**src/rtl/spi_fifo_pkg.sv**
```systemverilog
package spi_fifo_pkg;
  localparam int WORD_W_DEF    = 32;
  localparam int DEPTH_DEF     = 8;
  localparam int IDLE_TICKS_DEF = 64;

  // Interrupt sources, gathered before masking
  typedef struct packed {
    logic ovr;
    logic tmo;
    logic rx_thr;
    logic tx_thr;
  } irq_src_t;
endpackage

```
**src/rtl/sfq_fifo.sv**
```systemverilog
module sfq_fifo #(
  parameter int WIDTH = 32,
  parameter int DEPTH = 8,
  localparam int AW = $clog2(DEPTH),
  localparam int CW = AW + 1
) (
  input  logic             clk,
  input  logic             rst,
  input  logic             clr,
  input  logic             push,
  input  logic [WIDTH-1:0] din,
  input  logic             pop,
  output logic [WIDTH-1:0] dout,
  output logic [CW-1:0]    count,
  output logic             full,
  output logic             empty
);
  logic [WIDTH-1:0] mem [DEPTH];
  logic [AW-1:0]    wr_ptr, rd_ptr;
  logic [CW-1:0]    count_nxt;
  logic             push_ok, pop_ok;

  assign push_ok = push && !full && !clr;
  assign pop_ok  = pop && !empty && !clr;

  function automatic logic [AW-1:0] bump(input logic [AW-1:0] p);
    return (p == AW'(DEPTH - 1)) ? '0 : p + 1'b1;
  endfunction

  always_comb begin
    if (clr) count_nxt = '0;
    else begin
      case ({push_ok, pop_ok})
        2'b10:   count_nxt = count + 1'b1;
        2'b01:   count_nxt = count - 1'b1;
        default: count_nxt = count;
      endcase
    end
  end

  // storage: no reset so it maps to RAM
  always_ff @(posedge clk) begin
    if (push_ok) mem[wr_ptr] <= din;
  end

  always_ff @(posedge clk) begin
    if (rst) begin
      wr_ptr <= '0;
      rd_ptr <= '0;
      count  <= '0;
      full   <= 1'b0;
      empty  <= 1'b1;
    end else begin
      if (clr) begin
        wr_ptr <= '0;
        rd_ptr <= '0;
      end else begin
        if (push_ok) wr_ptr <= bump(wr_ptr);
        if (pop_ok)  rd_ptr <= bump(rd_ptr);
      end
      count <= count_nxt;
      full  <= (count_nxt == CW'(DEPTH));
      empty <= (count_nxt == '0);
    end
  end

  // registered read port
  always_ff @(posedge clk) begin
    if (rst)         dout <= '0;
    else if (pop_ok) dout <= mem[rd_ptr];
    else if (pop)    dout <= '0;
  end
endmodule

```
**src/rtl/sfq_idle_timer.sv**
```systemverilog
module sfq_idle_timer #(
  parameter int TICKS = 64,
  localparam int TW = $clog2(TICKS + 1)
) (
  input  logic clk,
  input  logic rst,
  input  logic q_empty,
  input  logic rd,
  input  logic tick,
  input  logic clr,
  output logic flag
);
  logic [TW-1:0] cnt;

  always_ff @(posedge clk) begin
    if (rst) begin
      cnt  <= '0;
      flag <= 1'b0;
    end else begin
      if (q_empty || rd)
        cnt <= '0;
      else if (tick && cnt != TW'(TICKS))
        cnt <= cnt + 1'b1;

      if (rd || clr)
        flag <= 1'b0;
      else if (!q_empty && tick && cnt == TW'(TICKS - 1))
        flag <= 1'b1;
    end
  end
endmodule

```
**src/rtl/sfq_busy_gen.sv**
```systemverilog
module sfq_busy_gen (
  input  logic clk,
  input  logic rst,
  input  logic mode,
  input  logic push_ok,
  input  logic q_empty,
  input  logic take,
  input  logic shifting,
  output logic busy
);
  always_ff @(posedge clk) begin
    if (rst || !mode)
      busy <= 1'b0;
    else if (push_ok)
      busy <= 1'b1;
    else if (q_empty && !take && !shifting)
      busy <= 1'b0;
  end
endmodule

```
**src/rtl/spi_word_buffer.sv**
```systemverilog
module spi_word_buffer
  import spi_fifo_pkg::*;
#(
  parameter int WIDTH = WORD_W_DEF,
  parameter int DEPTH = DEPTH_DEF,
  parameter int IDLE_TICKS = IDLE_TICKS_DEF,
  localparam int TH_W = $clog2(DEPTH),
  localparam int CW = TH_W + 1
) (
  input  logic             clk,
  input  logic             rst,
  input  logic             fifo_mode,
  input  logic             tx_push,
  input  logic [WIDTH-1:0] tx_wdata,
  input  logic             tx_clr,
  input  logic [TH_W-1:0]  tx_thresh,
  output logic [CW-1:0]    tx_count,
  output logic             tx_full,
  output logic             tx_empty,
  output logic             tx_thr_sts,
  input  logic             rx_pop,
  output logic [WIDTH-1:0] rx_rdata,
  input  logic             rx_clr,
  input  logic [TH_W-1:0]  rx_thresh,
  output logic [CW-1:0]    rx_count,
  output logic             rx_full,
  output logic             rx_empty,
  output logic             rx_thr_sts,
  input  logic             ovr_clr,
  output logic             ovr_flag,
  input  logic             tmo_clr,
  output logic             tmo_flag,
  input  logic             sclk_tick,
  output logic             busy,
  input  logic             ovr_ie,
  input  logic             tmo_ie,
  input  logic             rx_thr_ie,
  input  logic             tx_thr_ie,
  output logic             irq,
  output logic             eng_tx_valid,
  input  logic             eng_tx_take,
  output logic [WIDTH-1:0] eng_tx_data,
  input  logic             eng_shift_busy,
  input  logic             eng_rx_valid,
  input  logic [WIDTH-1:0] eng_rx_data
);
  irq_src_t src, en;

  sfq_fifo #(.WIDTH(WIDTH), .DEPTH(DEPTH)) u_txq (
    .clk(clk), .rst(rst), .clr(tx_clr),
    .push(tx_push), .din(tx_wdata),
    .pop(eng_tx_take), .dout(eng_tx_data),
    .count(tx_count), .full(tx_full), .empty(tx_empty)
  );

  sfq_fifo #(.WIDTH(WIDTH), .DEPTH(DEPTH)) u_rxq (
    .clk(clk), .rst(rst), .clr(rx_clr),
    .push(eng_rx_valid), .din(eng_rx_data),
    .pop(rx_pop), .dout(rx_rdata),
    .count(rx_count), .full(rx_full), .empty(rx_empty)
  );

  sfq_idle_timer #(.TICKS(IDLE_TICKS)) u_idle (
    .clk(clk), .rst(rst), .q_empty(rx_empty), .rd(rx_pop),
    .tick(sclk_tick), .clr(tmo_clr), .flag(tmo_flag)
  );

  sfq_busy_gen u_busy (
    .clk(clk), .rst(rst), .mode(fifo_mode),
    .push_ok(tx_push && !tx_full && !tx_clr),
    .q_empty(tx_empty), .take(eng_tx_take),
    .shifting(eng_shift_busy), .busy(busy)
  );

  assign eng_tx_valid = !tx_empty;
  assign rx_thr_sts   = rx_count > CW'(rx_thresh);
  assign tx_thr_sts   = tx_count <= CW'(tx_thresh);

  // sticky overrun: set wins over clear
  always_ff @(posedge clk) begin
    if (rst)                                  ovr_flag <= 1'b0;
    else if (eng_rx_valid && rx_full && !rx_clr) ovr_flag <= 1'b1;
    else if (ovr_clr)                         ovr_flag <= 1'b0;
  end

  assign src = '{ovr: ovr_flag, tmo: tmo_flag, rx_thr: rx_thr_sts, tx_thr: tx_thr_sts};
  assign en  = '{ovr: ovr_ie, tmo: tmo_ie, rx_thr: rx_thr_ie, tx_thr: tx_thr_ie};

  always_ff @(posedge clk) begin
    if (rst) irq <= 1'b0;
    else     irq <= |(src & en);
  end
endmodule

```
**config.mk**
```make
export PLATFORM = sky130hd
export DESIGN_NAME = spi_word_buffer
export DESIGN_NICKNAME = d
export VERILOG_FILES = /design/src/rtl/spi_fifo_pkg.sv /design/src/rtl/sfq_fifo.sv /design/src/rtl/sfq_idle_timer.sv /design/src/rtl/sfq_busy_gen.sv /design/src/rtl/spi_word_buffer.sv
export SDC_FILE = /design/constraint.sdc
export NUM_CORES = 1
export LEC_CHECK = 0
export BUFFER_PORTS_ARGS = -buffer_cell sky130_fd_sc_hd__buf_4
export CORE_ASPECT_RATIO = 0.9
export CORE_MARGIN = 2
export CORE_UTILIZATION = 40
export CTS_BUF_LIST = sky130_fd_sc_hd__clkbuf_16
export CTS_CLUSTER_SIZE = 8
export DETAILED_ROUTE_END_ITERATION = 6
export PLACE_DENSITY = 0.67
export REMOVE_ABC_BUFFERS = 1
export SLEW_MARGIN = 20
export SYNTH_ARGS = -nofsm -noshare
export SYNTH_HDL_FRONTEND = slang
export SYNTH_SLANG_ARGS = --single-unit
```
**constraint.sdc**
```tcl
create_clock -name clk -period 12 [get_ports clk]
set_clock_uncertainty 0.1 [all_clocks]
set_input_delay 3 -clock clk [delete_from_list [all_inputs] [get_ports clk]]
set_output_delay 3 -clock clk [all_outputs]
set_load 0.05 [all_outputs]
```
==> results_dict.tcl <==
set metrics [dict create \
    status "complete, no violations" \
    grt_start_max_net_pins 65 \
    max_stage_delay_ns 0.28 \
    clockRootBuffer "clkbuf_16" \
    grt_overflow 0 \
    syn_area_per_cell_um2 19.4 \
    hold_viol 0 \
    initial_utilization 0.406 \
    hold_path.class "register to register" \
    register_area_mm2 0.0175 \
    drt_iter0_drc 815 \
    clkSlewWorstSetupHoldPaths_ns 0.05 \
    clk_latency_ns 0.62 \
    ys_async_sr_fraction 0 \
    viasPerCell 5.19 \
    die-area_mm2 0.0600 \
    synth_common_cells "edfxtp_1 (512), mux4_2 (128), dfxtp_1 (105)" \
    gr-usage-all-layers 0.160 \
    synth_top_area_cell "edfxtp_1" \
    yosys_warnings 0 \
    io_pins 170 \
    rows 83 \
    first_pass_iters 5 \
    grt_pass1_vias 12523 \
    timing.fmax_mhz 141 \
    port_buffers 169 \
    antenna_found_initial 4 \
    critPathLaunch "rx_thresh[1]" \
    yosys.cell_count.top_type "edfxtp_1" \
    cp_common_cell "buf_4" \
    vias 11704 \
    p_leak_nw 9.40 \
    grt_pass1_wl_um 72500 \
    rsz0062_at_grt "false" \
    chipHeight_um 233 \
    core_mm2 0.0572 \
    ys.flop_type "edfxtp_1" \
    use_met2 0.259 \
    placed_cell_area_mm2 0.0254 \
    finalSetupViolCount 0 \
    design_area_mm2 0.0279 \
    cts.sinks 617 \
    nFillCells 4673 \
    r2r-start "u_txq.full$_SDFF_PP0_" \
    dp_hpwl_um 25000 \
    yosysUniqueCellTypes 45 \
    multi_input_area_mm2 0.00544 \
    antenna_left 0 \
    cp.arrival_ns 4.01 \
    worstHoldStart "u_txq.dout[28]$_SDFFE_PP0P_" \
    p_total_mw 4.65 \
    cp_slowest_cell "ha_1" \
    holdBufCountCts 0 \
    clk_path_buf_depth 3 \
    synthCells 1197 \
    wl_per_cell_um 21.0 \
    cellPowerDensity_mw_per_mm2 167 \
    netlist_area_mm2 0.0232 \
    areaGrowthSynthToFinish_pct 20.3 \
    fin_setup_tns_ns 0 \
    worst_pin_slew_ns 1.00 \
    post_cts_buffers 0 \
    cp-end-kind "primary output" \
    synth_edf_count 512 \
    fin_crit_ns 7.11 \
    use_met3 0.0370 \
    synth_top_area_share 0.662 \
    busiest_layer "met2" \
    cts_buffers 87 \
    finalCritPeriodShare 0.593 \
    critPathMaxFanout 2 \
    h-tree-depth 3 \
    hold_ws_ns 0.343 \
    tritoncts "done" \
    drt-total-wl_um 47400 \
    cap_violations 0 \
    relSlewSlack 0.333 \
    crit_required_ns 8.90 \
    ctsResizeCount 0 \
    met1_usage 0.216 \
    peakVddDrop_v 0.000110 \
    netlist_top_cells_area "edfxtp_1 (66%), mux4_2 (12%), dfxtp_1 (9.1%)" \
    synth.yosys.seq_area_share 0.753 \
    drc 0 \
    final_layout_size_suffix_gt1_frac 0.302 \
    critPathLaunchType "input port" \
    worstSetupPathType "input port to primary output" \
    nNetsFinal 1530 \
    setup_ws_ns 4.89 \
    maxSlewViolCount 0 \
    die_x_um 258 \
    yosys_register_bits 617 \
    gp_congestion 0.733 \
    crit_chain "buf_4, inv_1, ha_1, nor2b_1, o21ai_0, a21oi_1, buf_4" \
    post-place-ws_ns 4.90 \
]
[cell type report]
cell class | instances | area share
diodes | 1 | 0.0000896
clock buffers | 89 | 0.0797
clock inverters | 67 | 0.0114
inverters | 13 | 0.00175
multi-input cells | 509 | 0.195
flip-flops and latches | 617 | 0.626
well taps | 765 | 0.0343
repair buffers | 193 | 0.0519
[worst max-delay path, delay by kind of cell]
family          cells  cell delay, ns
fa+ha+maj           1            0.28
simple gates        1            0.12
compound gates      2            0.26
buf+inv             3            0.34
[layer usage]
layer,vias up,wire (um)
met3,91,2330
met4,6,1130
li1,5222,-
met5,-,34
met1,6106,20800
met2,279,23100
[per-stage QoR]
stage | utilization | cells
after global routing | 0.488 | 2254
after detailed placement | 0.444 | 2097
final | 0.488 | 2254
after global placement | 0.444 | 2097
after CTS | 0.488 | 2253
after floorplan | - | 1139
[final timing paths]
| kind | end | slack (ns) | depth (start not counted) |
|---|---|---|---|
| setup / recovery | rx_thr_sts | 4.89 | 7 |
| hold reg to reg | u_txq.dout[28]$_SDFFE_PP0P_ | 0.34 | 2 |
| setup reg to reg | u_txq.full$_SDFF_PP0_ | 9.05 | 11 |
| hold / removal | u_txq.dout[28]$_SDFFE_PP0P_ | 0.34 | 2 |
[state kept, by name (all words and copies together), names as in the netlist, named ones only]
name	cells
irq	1
ovr_flag	1
u_busy.busy	1
u_idle.cnt	7
u_idle.flag	1
u_rxq.count	4
u_rxq.dout	32
u_rxq.empty	1
u_rxq.full	1
u_rxq.mem	256
u_rxq.rd_ptr	3
u_rxq.wr_ptr	3
u_txq.count	4
u_txq.dout	32
u_txq.empty	1
u_txq.full	1
u_txq.mem	256
u_txq.rd_ptr	3
u_txq.wr_ptr	3
[placed cells by master, fill, tap and decap left out, types with 3 or more instances in the layout]
master     count
edfxtp_1     512
buf_4        193
mux4_2       128
dfxtp_1       99
clkbuf_16     89
nand2_1       76
mux2i_1       73
inv_1         73
o21ai_1       60
nor2_1        35
ha_1          22
a21oi_1       18
o21ai_0       11
xor2_1         9
nor2_4         9
nand2b_1       8
nor3_1         6
nor3_2         6
xnor2_1        5
nor2b_1        5
or3_1          4
nor3b_1        4
dfxtp_2        4
or2_2          3
inv_6          3
[cells by family (layout without fill, tap and decap cells)]
group,count (synthesis),count (layout),synth area share
compound gates,101,101,0.0236
xor+xnor,14,14,0.00528
fa+ha+maj,22,22,0.0119
buf+inv,71,362,0.0176
flops,617,617,0.753
mux,201,201,0.156
other cells,0,1,0
simple gates,171,171,0.0334
[power by group]
group,switching [mW],internal (mW),leakage [nW]
logic,0.0705,0.0477,2.46
clock network,0.865,1.33,1.46
registers,0.00661,2.34,5.48
(Power assumes the default switching activity.)
